**config.mk**
```make
export PLATFORM = sky130hd
export DESIGN_NAME = nand_id_probe
export DESIGN_NICKNAME = d
export VERILOG_FILES = /design/src/rtl/nidp_pkg.sv /design/src/rtl/nidp_seq.sv /design/src/rtl/nidp_lookup.sv /design/src/rtl/nidp_geom.sv /design/src/rtl/nand_id_probe.sv
export SDC_FILE = /design/constraint.sdc
export NUM_CORES = 1
export LEC_CHECK = 0
export CAP_MARGIN = 25
export CORE_MARGIN = 2
export CORE_UTILIZATION = 35
export DETAILED_ROUTE_END_ITERATION = 6
export DONT_BUFFER_PORTS = 1
export GPL_TIMING_DRIVEN = 0
export PLACE_DENSITY_LB_ADDON = 0.2
export SLEW_MARGIN = 25
export SYNTH_ARGS = -nofsm -noshare
export SYNTH_HDL_FRONTEND = slang
export SYNTH_HIERARCHICAL = 1
export SYNTH_SLANG_ARGS = --single-unit
```
**constraint.sdc**
```tcl
create_clock -name clk -period 4.5 [get_ports clk]
set_input_delay 0.9 -clock clk [delete_from_list [all_inputs] [get_ports clk]]
set_output_delay 0.9 -clock clk [all_outputs]
set_load 0.01 [all_outputs]
```
**src/rtl/nidp_pkg.sv**
```systemverilog
// Shared types, widths, opcodes and the device geometry table.
// Sizes in the table are held as base-2 logarithms, so every size and
// count downstream reduces to a shift.
package nidp_pkg;
    localparam int BYTE_W    = 8;
    localparam int RDATA_W   = 16;
    localparam int N_ENTRIES = 13;
    localparam int LG_W      = 5;
    localparam int PAGE_W    = 14;
    localparam int ERASE_W   = 11;
    localparam int BLK_W     = 22;
    localparam int CYC_W     = 3;
    localparam int KIND_W    = 2;

    localparam logic [BYTE_W-1:0] OP_RESET   = 8'hFF;
    localparam logic [BYTE_W-1:0] OP_READ_ID = 8'h90;
    localparam logic [BYTE_W-1:0] ID_ADDR    = 8'h00;

    localparam logic [KIND_W-1:0] KIND_CMD  = 2'd0;
    localparam logic [KIND_W-1:0] KIND_ADDR = 2'd1;
    localparam logic [KIND_W-1:0] KIND_READ = 2'd2;

    // log2 thresholds: page in bytes, chip in MiB
    localparam logic [LG_W-1:0] LG_PAGE_REJECT = 5'd8;   // 256 B
    localparam logic [LG_W-1:0] LG_SMALL_MAX   = 5'd9;   // 512 B
    localparam logic [LG_W-1:0] LG_EXT_PAGE    = 5'd10;  // 1 KiB base
    localparam logic [LG_W-1:0] LG_EXT_ERASE   = 5'd6;   // 64 KiB base
    localparam logic [LG_W-1:0] LG_SP_3CYC     = 5'd5;   // 32 MiB
    localparam logic [LG_W-1:0] LG_SP_4CYC     = 5'd13;  // 8 GiB
    localparam logic [LG_W-1:0] LG_LP_4CYC     = 5'd7;   // 128 MiB
    localparam logic [LG_W-1:0] LG_LP_5CYC     = 5'd15;  // 32 GiB

    typedef struct packed {
        logic [BYTE_W-1:0] mfr;      // 0 = any manufacturer
        logic [BYTE_W-1:0] dev;
        logic [LG_W-1:0]   page_lg;  // 0 = decode from ID byte
        logic [LG_W-1:0]   chip_lg;  // MiB
        logic [LG_W-1:0]   erase_lg; // KiB, 0 = decode from ID byte
        logic              wide;
    } geo_entry_t;

    typedef enum logic [3:0] {
        ST_IDLE, ST_RST_CMD, ST_RB_WAIT, ST_RID_CMD, ST_RID_ADDR,
        ST_RD_MFR, ST_RD_DEV, ST_MATCH, ST_RD_X3, ST_RD_X4, ST_RD_X5, ST_FIN
    } probe_state_e;

    function automatic geo_entry_t mk(input logic [7:0] m, input logic [7:0] d,
                                      input int pg, input int ch, input int er,
                                      input logic w);
        geo_entry_t e;
        e.mfr = m; e.dev = d;
        e.page_lg = LG_W'(pg); e.chip_lg = LG_W'(ch); e.erase_lg = LG_W'(er);
        e.wide = w;
        return e;
    endfunction

    // Table rows in search order (lower index wins).
    function automatic geo_entry_t entry_at(input int idx);
        case (idx)
            0:  return mk(8'hEC, 8'hD5, 13, 11, 10, 1'b0);
            1:  return mk(8'h00, 8'h6E,  8,  0,  2, 1'b0);
            2:  return mk(8'h00, 8'h73,  9,  4,  4, 1'b0);
            3:  return mk(8'h00, 8'h53,  9,  4,  4, 1'b1);
            4:  return mk(8'h00, 8'h75,  9,  5,  4, 1'b0);
            5:  return mk(8'h00, 8'h76,  9,  6,  4, 1'b0);
            6:  return mk(8'h00, 8'h79,  9,  7,  4, 1'b0);
            7:  return mk(8'h00, 8'hF1,  0,  7,  0, 1'b0);
            8:  return mk(8'h00, 8'hC1,  0,  7,  0, 1'b1);
            9:  return mk(8'h00, 8'hDA,  0,  8,  0, 1'b0);
            10: return mk(8'h00, 8'hD3,  0, 10,  0, 1'b0);
            11: return mk(8'h00, 8'hD5,  0, 11,  0, 1'b0);
            12: return mk(8'h00, 8'h48,  0, 11,  0, 1'b0);
            default: return '0;
        endcase
    endfunction
endpackage

```
**src/rtl/nidp_seq.sv**
```systemverilog
// Probe sequencer: walks reset, ready wait, read-ID, address and the ID
// reads over a request/acknowledge bus, and captures the ID bytes.
// Assumes bus_rdata is valid in the cycle bus_ack is high.
module nidp_seq
    import nidp_pkg::*;
(
    input  logic               clk,
    input  logic               rst_n,
    input  logic               start,
    input  logic               rb_ready,
    input  logic               bus_ack,
    input  logic [RDATA_W-1:0] bus_rdata,
    input  logic               hit,
    input  logic               needs_ext,
    output logic               bus_req,
    output logic [KIND_W-1:0]  bus_kind,
    output logic [BYTE_W-1:0]  bus_wdata,
    output logic               busy,
    output logic               launch,
    output logic               fin,
    output logic [BYTE_W-1:0]  mfr_q,
    output logic [BYTE_W-1:0]  dev_q,
    output logic [BYTE_W-1:0]  ext4_q
);
    probe_state_e state, nxt;
    logic [BYTE_W-1:0] rbyte;
    wire unused_rdata_hi = ^bus_rdata[RDATA_W-1:BYTE_W];

    assign rbyte  = bus_rdata[BYTE_W-1:0];
    assign busy   = (state != ST_IDLE);
    assign launch = (state == ST_IDLE) && start;
    assign fin    = (state == ST_FIN);

    // Next-state selection for the probe walk.
    always_comb begin
        nxt = state;
        case (state)
            ST_IDLE:     if (start)    nxt = ST_RST_CMD;
            ST_RST_CMD:  if (bus_ack)  nxt = ST_RB_WAIT;
            ST_RB_WAIT:  if (rb_ready) nxt = ST_RID_CMD;
            ST_RID_CMD:  if (bus_ack)  nxt = ST_RID_ADDR;
            ST_RID_ADDR: if (bus_ack)  nxt = ST_RD_MFR;
            ST_RD_MFR:   if (bus_ack)  nxt = ST_RD_DEV;
            ST_RD_DEV:   if (bus_ack)  nxt = ST_MATCH;
            ST_MATCH:    nxt = (hit && needs_ext) ? ST_RD_X3 : ST_FIN;
            ST_RD_X3:    if (bus_ack)  nxt = ST_RD_X4;
            ST_RD_X4:    if (bus_ack)  nxt = ST_RD_X5;
            ST_RD_X5:    if (bus_ack)  nxt = ST_FIN;
            ST_FIN:      nxt = ST_IDLE;
            default:     nxt = ST_IDLE;
        endcase
    end

    // State register.
    always_ff @(posedge clk) begin
        if (!rst_n) state <= ST_IDLE;
        else        state <= nxt;
    end

    // Bus request decode from the current state.
    always_comb begin
        bus_req   = 1'b0;
        bus_kind  = KIND_CMD;
        bus_wdata = '0;
        case (state)
            ST_RST_CMD:  begin bus_req = 1'b1; bus_wdata = OP_RESET;   end
            ST_RID_CMD:  begin bus_req = 1'b1; bus_wdata = OP_READ_ID; end
            ST_RID_ADDR: begin bus_req = 1'b1; bus_kind = KIND_ADDR; bus_wdata = ID_ADDR; end
            ST_RD_MFR, ST_RD_DEV, ST_RD_X3, ST_RD_X4, ST_RD_X5:
                         begin bus_req = 1'b1; bus_kind = KIND_READ; end
            default: ;
        endcase
    end

    // Capture of the ID bytes that the decoder needs.
    always_ff @(posedge clk) begin
        if (!rst_n || launch) begin
            mfr_q  <= '0;
            dev_q  <= '0;
            ext4_q <= '0;
        end else if (bus_ack) begin
            if (state == ST_RD_MFR) mfr_q  <= rbyte;
            if (state == ST_RD_DEV) dev_q  <= rbyte;
            if (state == ST_RD_X4)  ext4_q <= rbyte;
        end
    end
endmodule

```
**src/rtl/nidp_lookup.sv**
```systemverilog
// Table matcher: compares the ID bytes against every row in parallel and
// picks the lowest-index hit. A zero manufacturer field matches any code.
module nidp_lookup
    import nidp_pkg::*;
(
    input  logic [BYTE_W-1:0] mfr,
    input  logic [BYTE_W-1:0] dev,
    output logic              hit,
    output geo_entry_t        sel
);
    geo_entry_t           row     [N_ENTRIES];
    logic [N_ENTRIES-1:0] hit_vec;

    for (genvar g = 0; g < N_ENTRIES; g++) begin : g_row
        assign row[g]     = entry_at(g);
        assign hit_vec[g] = (row[g].dev == dev) &&
                            ((row[g].mfr == '0) || (row[g].mfr == mfr));
    end

    assign hit = |hit_vec;

    // Priority select: the last assignment in the loop is the lowest index.
    always_comb begin
        sel = '0;
        for (int i = N_ENTRIES - 1; i >= 0; i--) begin
            if (hit_vec[i]) sel = row[i];
        end
    end
endmodule

```
**src/rtl/nidp_geom.sv**
```systemverilog
// Geometry decoder: fills open page/erase sizes from the extended ID byte,
// then derives the address-cycle count and the erase-block count.
// Assumes erase_lg <= chip_lg + 10 (true for every table row).
module nidp_geom
    import nidp_pkg::*;
(
    input  geo_entry_t         ent,
    input  logic [BYTE_W-1:0]  ext4,
    output logic               needs_ext,
    output logic               page_reject,
    output logic [PAGE_W-1:0]  page_bytes,
    output logic [ERASE_W-1:0] erase_kib,
    output logic [CYC_W-1:0]   addr_cycles,
    output logic [BLK_W-1:0]   block_count
);
    logic [LG_W-1:0] page_lg_e, erase_lg_e;
    logic [LG_W:0]   blk_sh;
    wire unused_fields = ^{ent.mfr, ent.dev, ent.wide, ext4[7:6], ext4[3:2]};

    assign needs_ext   = (ent.page_lg == '0) || (ent.erase_lg == '0);
    assign page_reject = (ent.page_lg == LG_PAGE_REJECT);

    // Effective log2 sizes, from the row or from the extended ID byte.
    always_comb begin
        page_lg_e  = (ent.page_lg != '0) ? ent.page_lg
                                         : LG_EXT_PAGE + LG_W'(ext4[1:0]);
        erase_lg_e = (ent.erase_lg != '0) ? ent.erase_lg
                                          : LG_EXT_ERASE + LG_W'(ext4[5:4]);
    end

    assign page_bytes  = PAGE_W'(1) << page_lg_e;
    assign erase_kib   = ERASE_W'(1) << erase_lg_e;
    // chip MiB * 1024 / erase KiB, all powers of two.
    assign blk_sh      = {1'b0, ent.chip_lg} + (LG_W+1)'(10) - {1'b0, erase_lg_e};
    assign block_count = BLK_W'(1) << blk_sh;

    // Address-cycle count from page class and chip capacity.
    always_comb begin
        if (page_lg_e <= LG_SMALL_MAX) begin
            if (ent.chip_lg <= LG_SP_3CYC)      addr_cycles = CYC_W'(3);
            else if (ent.chip_lg <= LG_SP_4CYC) addr_cycles = CYC_W'(4);
            else                                addr_cycles = CYC_W'(5);
        end else begin
            if (ent.chip_lg <= LG_LP_4CYC)      addr_cycles = CYC_W'(4);
            else if (ent.chip_lg <= LG_LP_5CYC) addr_cycles = CYC_W'(5);
            else                                addr_cycles = CYC_W'(6);
        end
    end
endmodule

```
**src/rtl/nand_id_probe.sv**
```systemverilog
// Top level: sequencer, table matcher and geometry decoder, plus the
// result registers that are cleared at launch and loaded at completion.
// Assumes a single flash on the bus and a controller that acknowledges
// each requested operation exactly once.
module nand_id_probe
    import nidp_pkg::*;
(
    input  logic               clk,
    input  logic               rst_n,
    input  logic               start,
    input  logic               rb_ready,
    output logic               bus_req,
    output logic [KIND_W-1:0]  bus_kind,
    output logic [BYTE_W-1:0]  bus_wdata,
    input  logic               bus_ack,
    input  logic [RDATA_W-1:0] bus_rdata,
    output logic               busy,
    output logic               done,
    output logic               geom_valid,
    output logic               err_unknown,
    output logic               err_unsupported,
    output logic [BYTE_W-1:0]  id_mfr,
    output logic [BYTE_W-1:0]  id_dev,
    output logic [PAGE_W-1:0]  page_bytes,
    output logic [ERASE_W-1:0] erase_kib,
    output logic               wide16,
    output logic [CYC_W-1:0]   addr_cycles,
    output logic [BLK_W-1:0]   block_count
);
    logic              launch, fin, hit, needs_ext, page_reject;
    logic [BYTE_W-1:0] mfr_q, dev_q, ext4_q;
    geo_entry_t        ent;
    logic [PAGE_W-1:0]  g_page;
    logic [ERASE_W-1:0] g_erase;
    logic [CYC_W-1:0]   g_cyc;
    logic [BLK_W-1:0]   g_blk;

    nidp_seq u_seq (
        .clk(clk), .rst_n(rst_n), .start(start), .rb_ready(rb_ready),
        .bus_ack(bus_ack), .bus_rdata(bus_rdata), .hit(hit), .needs_ext(needs_ext),
        .bus_req(bus_req), .bus_kind(bus_kind), .bus_wdata(bus_wdata),
        .busy(busy), .launch(launch), .fin(fin),
        .mfr_q(mfr_q), .dev_q(dev_q), .ext4_q(ext4_q)
    );

    nidp_lookup u_lookup (
        .mfr(mfr_q), .dev(dev_q), .hit(hit), .sel(ent)
    );

    nidp_geom u_geom (
        .ent(ent), .ext4(ext4_q), .needs_ext(needs_ext), .page_reject(page_reject),
        .page_bytes(g_page), .erase_kib(g_erase), .addr_cycles(g_cyc),
        .block_count(g_blk)
    );

    // Result registers: cleared on launch, loaded in the final state.
    always_ff @(posedge clk) begin
        if (!rst_n) begin
            done <= 1'b0;
            geom_valid <= 1'b0; err_unknown <= 1'b0; err_unsupported <= 1'b0;
            id_mfr <= '0; id_dev <= '0;
            page_bytes <= '0; erase_kib <= '0; wide16 <= 1'b0;
            addr_cycles <= '0; block_count <= '0;
        end else begin
            done <= fin;
            if (launch) begin
                geom_valid <= 1'b0; err_unknown <= 1'b0; err_unsupported <= 1'b0;
                id_mfr <= '0; id_dev <= '0;
                page_bytes <= '0; erase_kib <= '0; wide16 <= 1'b0;
                addr_cycles <= '0; block_count <= '0;
            end else if (fin) begin
                id_mfr <= mfr_q;
                id_dev <= dev_q;
                if (!hit) begin
                    err_unknown <= 1'b1;
                end else if (page_reject) begin
                    err_unsupported <= 1'b1;
                end else begin
                    geom_valid  <= 1'b1;
                    page_bytes  <= g_page;
                    erase_kib   <= g_erase;
                    wide16      <= ent.wide;
                    addr_cycles <= g_cyc;
                    block_count <= g_blk;
                end
            end
        end
    end
endmodule

```
==> run metrics, run 1 <==
outcome completed; NumNets Final 688; Power Density 339 mW/mm2; Slew Limit Fails 0; die width 133 um; critical path launch point type flop; Syn Std Cell Area 0.00578 mm2; Die Area 0.0176 mm2; Peak VDD IR 0.195 mV; Power Total 2.17 mW; first-pass GRT wire length 23.7 mm; minimum clock period after layout 4.12 ns; Max clock buf depth 2; Num CTS Buffers 9; WP data arrival 4.41 ns; worst reg2reg setup slack 0.38 ns; CP cell instances buf_6, xor2_4, a211oi_1, or3_4, inv_2, buf_2, nor3_4, a21o_1, ha_1, inv_1, ha_1, inv_1, fa_1, xnor2_1, nor3_1, o21ai_0, buf_2, nor3_1, nand3b_1, mux2i_1; final hold vios 0; TritonRoute pass-1 iters 4; initial antenna violation count 0; Site Rows 46; RSZ-0062 raised after global routing false; antenna-violating nets left 0; Leakage 2.20 nW; Crit Path Max Fanout 10; CP max stage delay 0.45 ns; clk_lat worst skew 0.35 ns; initial DRC count 240; die height 133 um; Max Cap Viol 0; drt total wl 14.5 mm; Clock Sinks 95; r2r endpoint block_count[5]; H-tree depth 3; worst path bufs/invs 6; fmax 242 MHz; hold path startpoint err_unknown; Slew @ Worst Pin 0.821 ns; GR Util All Layers 0.166; Initial Util 0.361; CORE AREA 0.0160 mm2; Endpoint, Worst Hold err_unknown; CP Capture Type flop; RR Startpoint u_seq/dev_q[2]; Fillers 1654; number of diodes 0; Final WS setup 0.376 ns; clk slew on worst S/H paths 0.07 ns; IO buf count 0; area growth from synthesis to layout 10.5%; final number of setup-violating endpoints 0; min-delay worst type reg -> reg; Overflow after GRT 0; GP Congestion 0.860; largest net degree at the start of global routing 16; vias in the first global route 4471; DP HPWL 10.9 mm; clk_skew 0.00743 ns; mean area per synthesized cell 9.02 um2; critical path class reg -> reg; TritonCTS clock tree yes; final worst path period share 0.917; Worst slew margin 0.448; DRC 0; CTS hold repair buffers 0; Reg2Reg Depth 20; share of cells above drive strength 1 0.139; hold path depth 2; via count 4580; Worst Path Required 4.78 ns; CP top delay family simple AND/OR/NAND/NOR gates; slowest stage cell, crit path dfxtp_1; pre-CTS setup slack -0.0156 ns; Ports 104; Synth warnings 6; CTS root buffer clkbuf_16; Via density 5.21; WL/cell 16.5 um; post-synthesis cell count 641
## power by group
group | switching, mW | internal (mW) | total, mW
sequential | 0.00402 | 0.850 | 0.854
clock | 0.341 | 0.407 | 0.748
combinational | 0.314 | 0.254 | 0.567
total | 0.659 | 1.51 | 2.17
## cells in the final DEF, fill, tap and decap left out, drive strengths merged, types with 3 or more instances in the layout
master and n:
a21oi 9, and2 6, and3 4, and3b 3, and4bb 4, buf 52, clkbuf 32, conb 7
dfxtp 95, ha 8, inv 20, mux2i 90, nand2 26, nand2b 8, nand3 6, nand3b 107
nand4 3, nand4b 4, nor2 69, nor2b 4, nor3 25, nor3b 6, nor4 9, nor4b 4
o21ai 8, or2 3, or3 6, xnor2 3, xor2 3
## flip-flops by register name, summed over array words and instances (netlist names), 3 cells and up
register	flops
id_mfr	8
u_seq/mfr_q	8
u_seq/ext4_q	4
id_dev	8
addr_cycles	3
u_seq/dev_q	8
block_count	22
erase_kib	11
page_bytes	14
u_seq/state	4
## metal layers
| metal | wire length (um) | vias to the layer above | global-route usage |
|---|---|---|---|
| li1 | - | 2271 | - |
| met1 | 6490 | 2184 | 0.209 |
| met2 | 6700 | 110 | 0.270 |
| met3 | 1000 | 15 | 0.0502 |
| met4 | 276 | 0 | 0.0585 |
| met5 | 0 | - | 0 |
## worst min-delay path, delay by kind of cell (launching register included)
family | cells | cell delay (ns)
flip-flops | 1 | 0.35
buffers and inverters | 1 | 0.06
AO/OA/AOI/OAI | 1 | 0.05
## area by class of cell
type	instances	area [um2]	area share
timing repair buffer	1	7.51	0.00117
buffer	71	483	0.0756
tap	216	270	0.0423
clock inverter	4	28.8	0.00450
clock buffer	12	256	0.0401
sequential	95	1900	0.298
inverter	19	71.3	0.0112
multi-input combinational	461	3370	0.528
## metrics by stage
step	utilization	TNS (ns)	hold slack [ns]	instances	instance area, um2
2_1_floorplan	-	0	0.470	646	5800
6_report	0.399	0	0.512	879	6390
4_1_cts	0.398	0	0.517	878	6370
3_3_place_gp	0.379	0	0.506	862	6070
3_5_place_dp	0.379	-0.0156	0.508	862	6070
5_1_grt	0.399	0	0.543	879	6390
## worst max path at each step
stage / to / from / depth (start not counted) / slack, ns
floorplan: block_count[0] / u_seq/dev_q[1] / 20 / 0.82
finish: block_count[5] / u_seq/dev_q[2] / 20 / 0.38
CTS: block_count[21] / u_seq/dev_q[0] / 20 / 0.12
global placement: block_count[21] / u_seq/dev_q[3] / 19 / 0.09
detailed placement: block_count[21] / u_seq/dev_q[0] / 20 / -0.02
global route: block_count[5] / u_seq/dev_q[3] / 19 / 0.07
## repair_timing
action                     4_1_cts  5_1_grt
setup endpoints to repair        1        9
pin swaps                        0        1
resized for setup                2        2
setup buffers                    0        1
No activity file was read; power rests on OpenSTA's default activity.
==> run 2: changes to the inputs <==
--- a/config.mk
+++ b/config.mk
@@ -12,7 +12,7 @@
 export DONT_BUFFER_PORTS = 1
 export GPL_TIMING_DRIVEN = 0
 export PLACE_DENSITY_LB_ADDON = 0.2
-export SLEW_MARGIN = 25
+export SLEW_MARGIN = 15
 export SYNTH_ARGS = -nofsm -noshare
 export SYNTH_HDL_FRONTEND = slang
 export SYNTH_HIERARCHICAL = 1
==> results of run 2 <==
No change in the layout: final DEF, timing and power equal those of run 1.
==> run 3: changes to the inputs <==
--- a/config.mk
+++ b/config.mk
@@ -9,7 +9,6 @@
 export CORE_MARGIN = 2
 export CORE_UTILIZATION = 35
 export DETAILED_ROUTE_END_ITERATION = 6
-export DONT_BUFFER_PORTS = 1
 export GPL_TIMING_DRIVEN = 0
 export PLACE_DENSITY_LB_ADDON = 0.2
 export SLEW_MARGIN = 15
==> constraint.sdc (replaced) <==
create_clock -name clk -period 3.95 [get_ports clk]
set_input_delay 0.79 -clock clk [delete_from_list [all_inputs] [get_ports clk]]
set_output_delay 0.79 -clock clk [all_outputs]
set_load 0.01 [all_outputs]
==> run metrics, run 3 (same netlist as run 1, synthesis figures left out) <==
DP HPWL 11.3 mm (+3.7%); RR Startpoint u_seq/dev_q[2]; Slew @ Worst Pin 0.761 ns (-0.0603 ns); GP Congestion 0.842 (-2.1%); WL/cell 15.3 um (-7.3%); worst reg2reg setup slack 0.21 ns (-0.16 ns); minimum clock period after layout 3.74 ns (-0.389 ns); commonest non-fill, non-tap cells in the layout 106 x nand3b_1, 95 x clkdlybuf4s50_1, 90 x mux2i_1, 90 x dfxtp_1, 69 x nor2_1; clk_skew 0.00955 ns (+0.00212 ns); Worst setup endpoint block_count[1]; Max clock buf depth 2 (unchanged); r2r endpoint block_count[1]; slowest stage cell, crit path fa_2; critical path launch point type flop; outcome completed; Reg2Reg Depth 16 (-20%); TritonRoute pass-1 iters 5 (+1); area growth from synthesis to layout 28.3%; CORE AREA 0.0160 mm2 (unchanged); Overflow after GRT 0 (unchanged); Cell Area, Placed 0.00702 mm2 (+16%); Die Area 0.0176 mm2 (unchanged); GR Util All Layers 0.168 (+0.00197); Ports 104 (unchanged); biggest regs block_count: 22 flops, page_bytes: 14 flops, erase_kib: 11 flops; Initial Util 0.361 (unchanged); NumNets Final 784 (+14%); critical path class reg -> reg; setup total negative slack 0 ns (unchanged); Site Rows 46 (unchanged); Most flops, register block_count; FF/Latch Area 0.00191 mm2 (+0.46%); initial antenna violation count 0 (unchanged); clk_lat worst skew 0.35 ns (about the same); Crit Path Max Fanout 9 (-1); first-pass GRT wire length 24.2 mm (+1.9%); initial DRC count 192 (-20%); die height 133 um (unchanged); Worst slew margin 0.489 (+0.0406); CP Capture Type flop; Clock Sinks 95 (unchanged); WP data arrival 4.00 ns (-0.41 ns); Max Cap Viol 0 (unchanged); CTS hold repair buffers 0 (unchanged); Leakage 2.56 nW (+16%); Peak VDD IR 0.207 mV (+6.4%); Finished Cell Area 0.00742 mm2 (+16%); Fillers 1610 (-2.7%); number of diodes 0 (unchanged); fmax 268 MHz (+10%); vias in the first global route 4858 (+8.7%); TritonCTS clock tree yes; Power Density 353 mW/mm2 (+3.8%); largest net degree at the start of global routing 15 (-1); Num CTS Buffers 9 (unchanged); antenna-violating nets left 0 (unchanged); CP cell instances buf_6, xor2_4, a211oi_1, or3_4, inv_6, nor3_4, a21o_1, ha_1, inv_1, ha_1, inv_1, fa_2, or3b_2, nor3_2, nand3b_1, mux2i_1; IO buf count 95 (+95); clk slew on worst S/H paths 0.07 ns (about the same); share of cells above drive strength 1 0.134 (-0.00438); via count 4939 (+7.8%); H-tree depth 3 (unchanged); Via density 5.07 (-2.8%); CP startpoint u_seq/dev_q[2]; final number of setup-violating endpoints 0 (unchanged); Power Total 2.62 mW (+21%); Slew Limit Fails 0 (unchanged); worst-case hold slack 0.467 ns (-0.0454 ns); final hold vios 0 (unchanged); CP max stage delay 0.58 ns (+0.13 ns); DRC 0 (unchanged); fin util 0.464 (+0.0644); Largest register FFs 22 (unchanged); multi-input combinational cell area 0.00342 mm2 (+1.5%); die width 133 um (unchanged); drt total wl 14.9 mm (+2.8%); RSZ-0062 raised after global routing false; min-delay worst type reg -> reg; CTS root buffer clkbuf_16; Worst Path Required 4.22 ns (-0.56 ns); final worst path period share 0.946 (+0.0291); commonest non-fill, non-tap cell in the layout nand3b_1
[run 3: cell count changes in the layout (fill, tap and decap cells not counted), moves of 2 or more]
cell / before / now
dfxtp_1: 95 / 90
buf_4: 22 / 26
clkbuf_1: 21 / 24
nor3_2: 1 / 5
nor3_1: 23 / 19
clkdlybuf4s50_1: 0 / 95
clkinvlp_4: 2 / 0
clkbuf_8: 2 / 0
dfxtp_2: 0 / 4
buf_2: 21 / 18
[run 3: layout make-up]
type / count / area share
Multi-Input combinational cell: 461 / 0.461
Sequential cell: 95 / 0.258
Timing Repair Buffer: 99 / 0.132
Buffer: 69 / 0.0641
Tap cell: 216 / 0.0364
Clock buffer: 13 / 0.0324
Inverter: 19 / 0.0103
Clock inverter: 3 / 0.00590
[run 3: layer usage]
layer | up-vias | share of wire | track usage
met2 | 111 | 0.48 | 0.288
li1 | 2476 | - | -
met1 | 2336 | 0.46 | 0.212
met4 | 0 | 0.016 | 0.0478
met5 | - | 0 | 0
met3 | 16 | 0.043 | 0.0375
[run 3: worst max-delay path, delay by kind of cell (launching register included)]
| family | cells | cell delay (ns) |
|---|---|---|
| xor gates and xnor gates | 1 | 0.17 |
| muxes | 1 | 0.16 |
| adders and majority gates | 3 | 1.01 |
| buffers and inverters | 4 | 0.38 |
| AOI/OAI and AO/OA | 2 | 0.27 |
| DFF | 1 | 0.39 |
| and+or+nand+nor | 5 | 1.27 |
[run 3: report_power, final]
group / switching (mW) / internal [mW] / total (mW) / leakage [nW]
Clock: 0.366 / 0.492 / 0.859 / 0.138
Sequential: 0.00405 / 0.968 / 0.972 / 0.768
Combinational: 0.387 / 0.398 / 0.785 / 1.66
[run 3: how the worst min path moves through the flow]
stage	from	end	slack [ns]	depth (start not counted)
finish	err_unknown	err_unknown	0.47	2
global route	err_unknown	err_unknown	0.48	2
CTS	err_unknown	err_unknown	0.47	2
detailed placement	err_unknown	err_unknown	0.46	2
global placement	err_unknown	err_unknown	0.46	2
floorplan	err_unknown	err_unknown	0.47	2
[run 3: repair_timing]
item | 4_1_cts | 5_1_grt
resized for setup | 12 | 11
pin swaps | 2 | 4
buffers inserted | 1 | 3
setup endpoints to repair | 22 | 22
[run 3: through the flow]
stage                     std cells  worst slack (ns)
after floorplan                 646             0.267
final                           975             0.215
after global routing            975           0.00856
after detailed placement        957            -0.493
after CTS                       973            0.0434
after global placement          957            -0.420
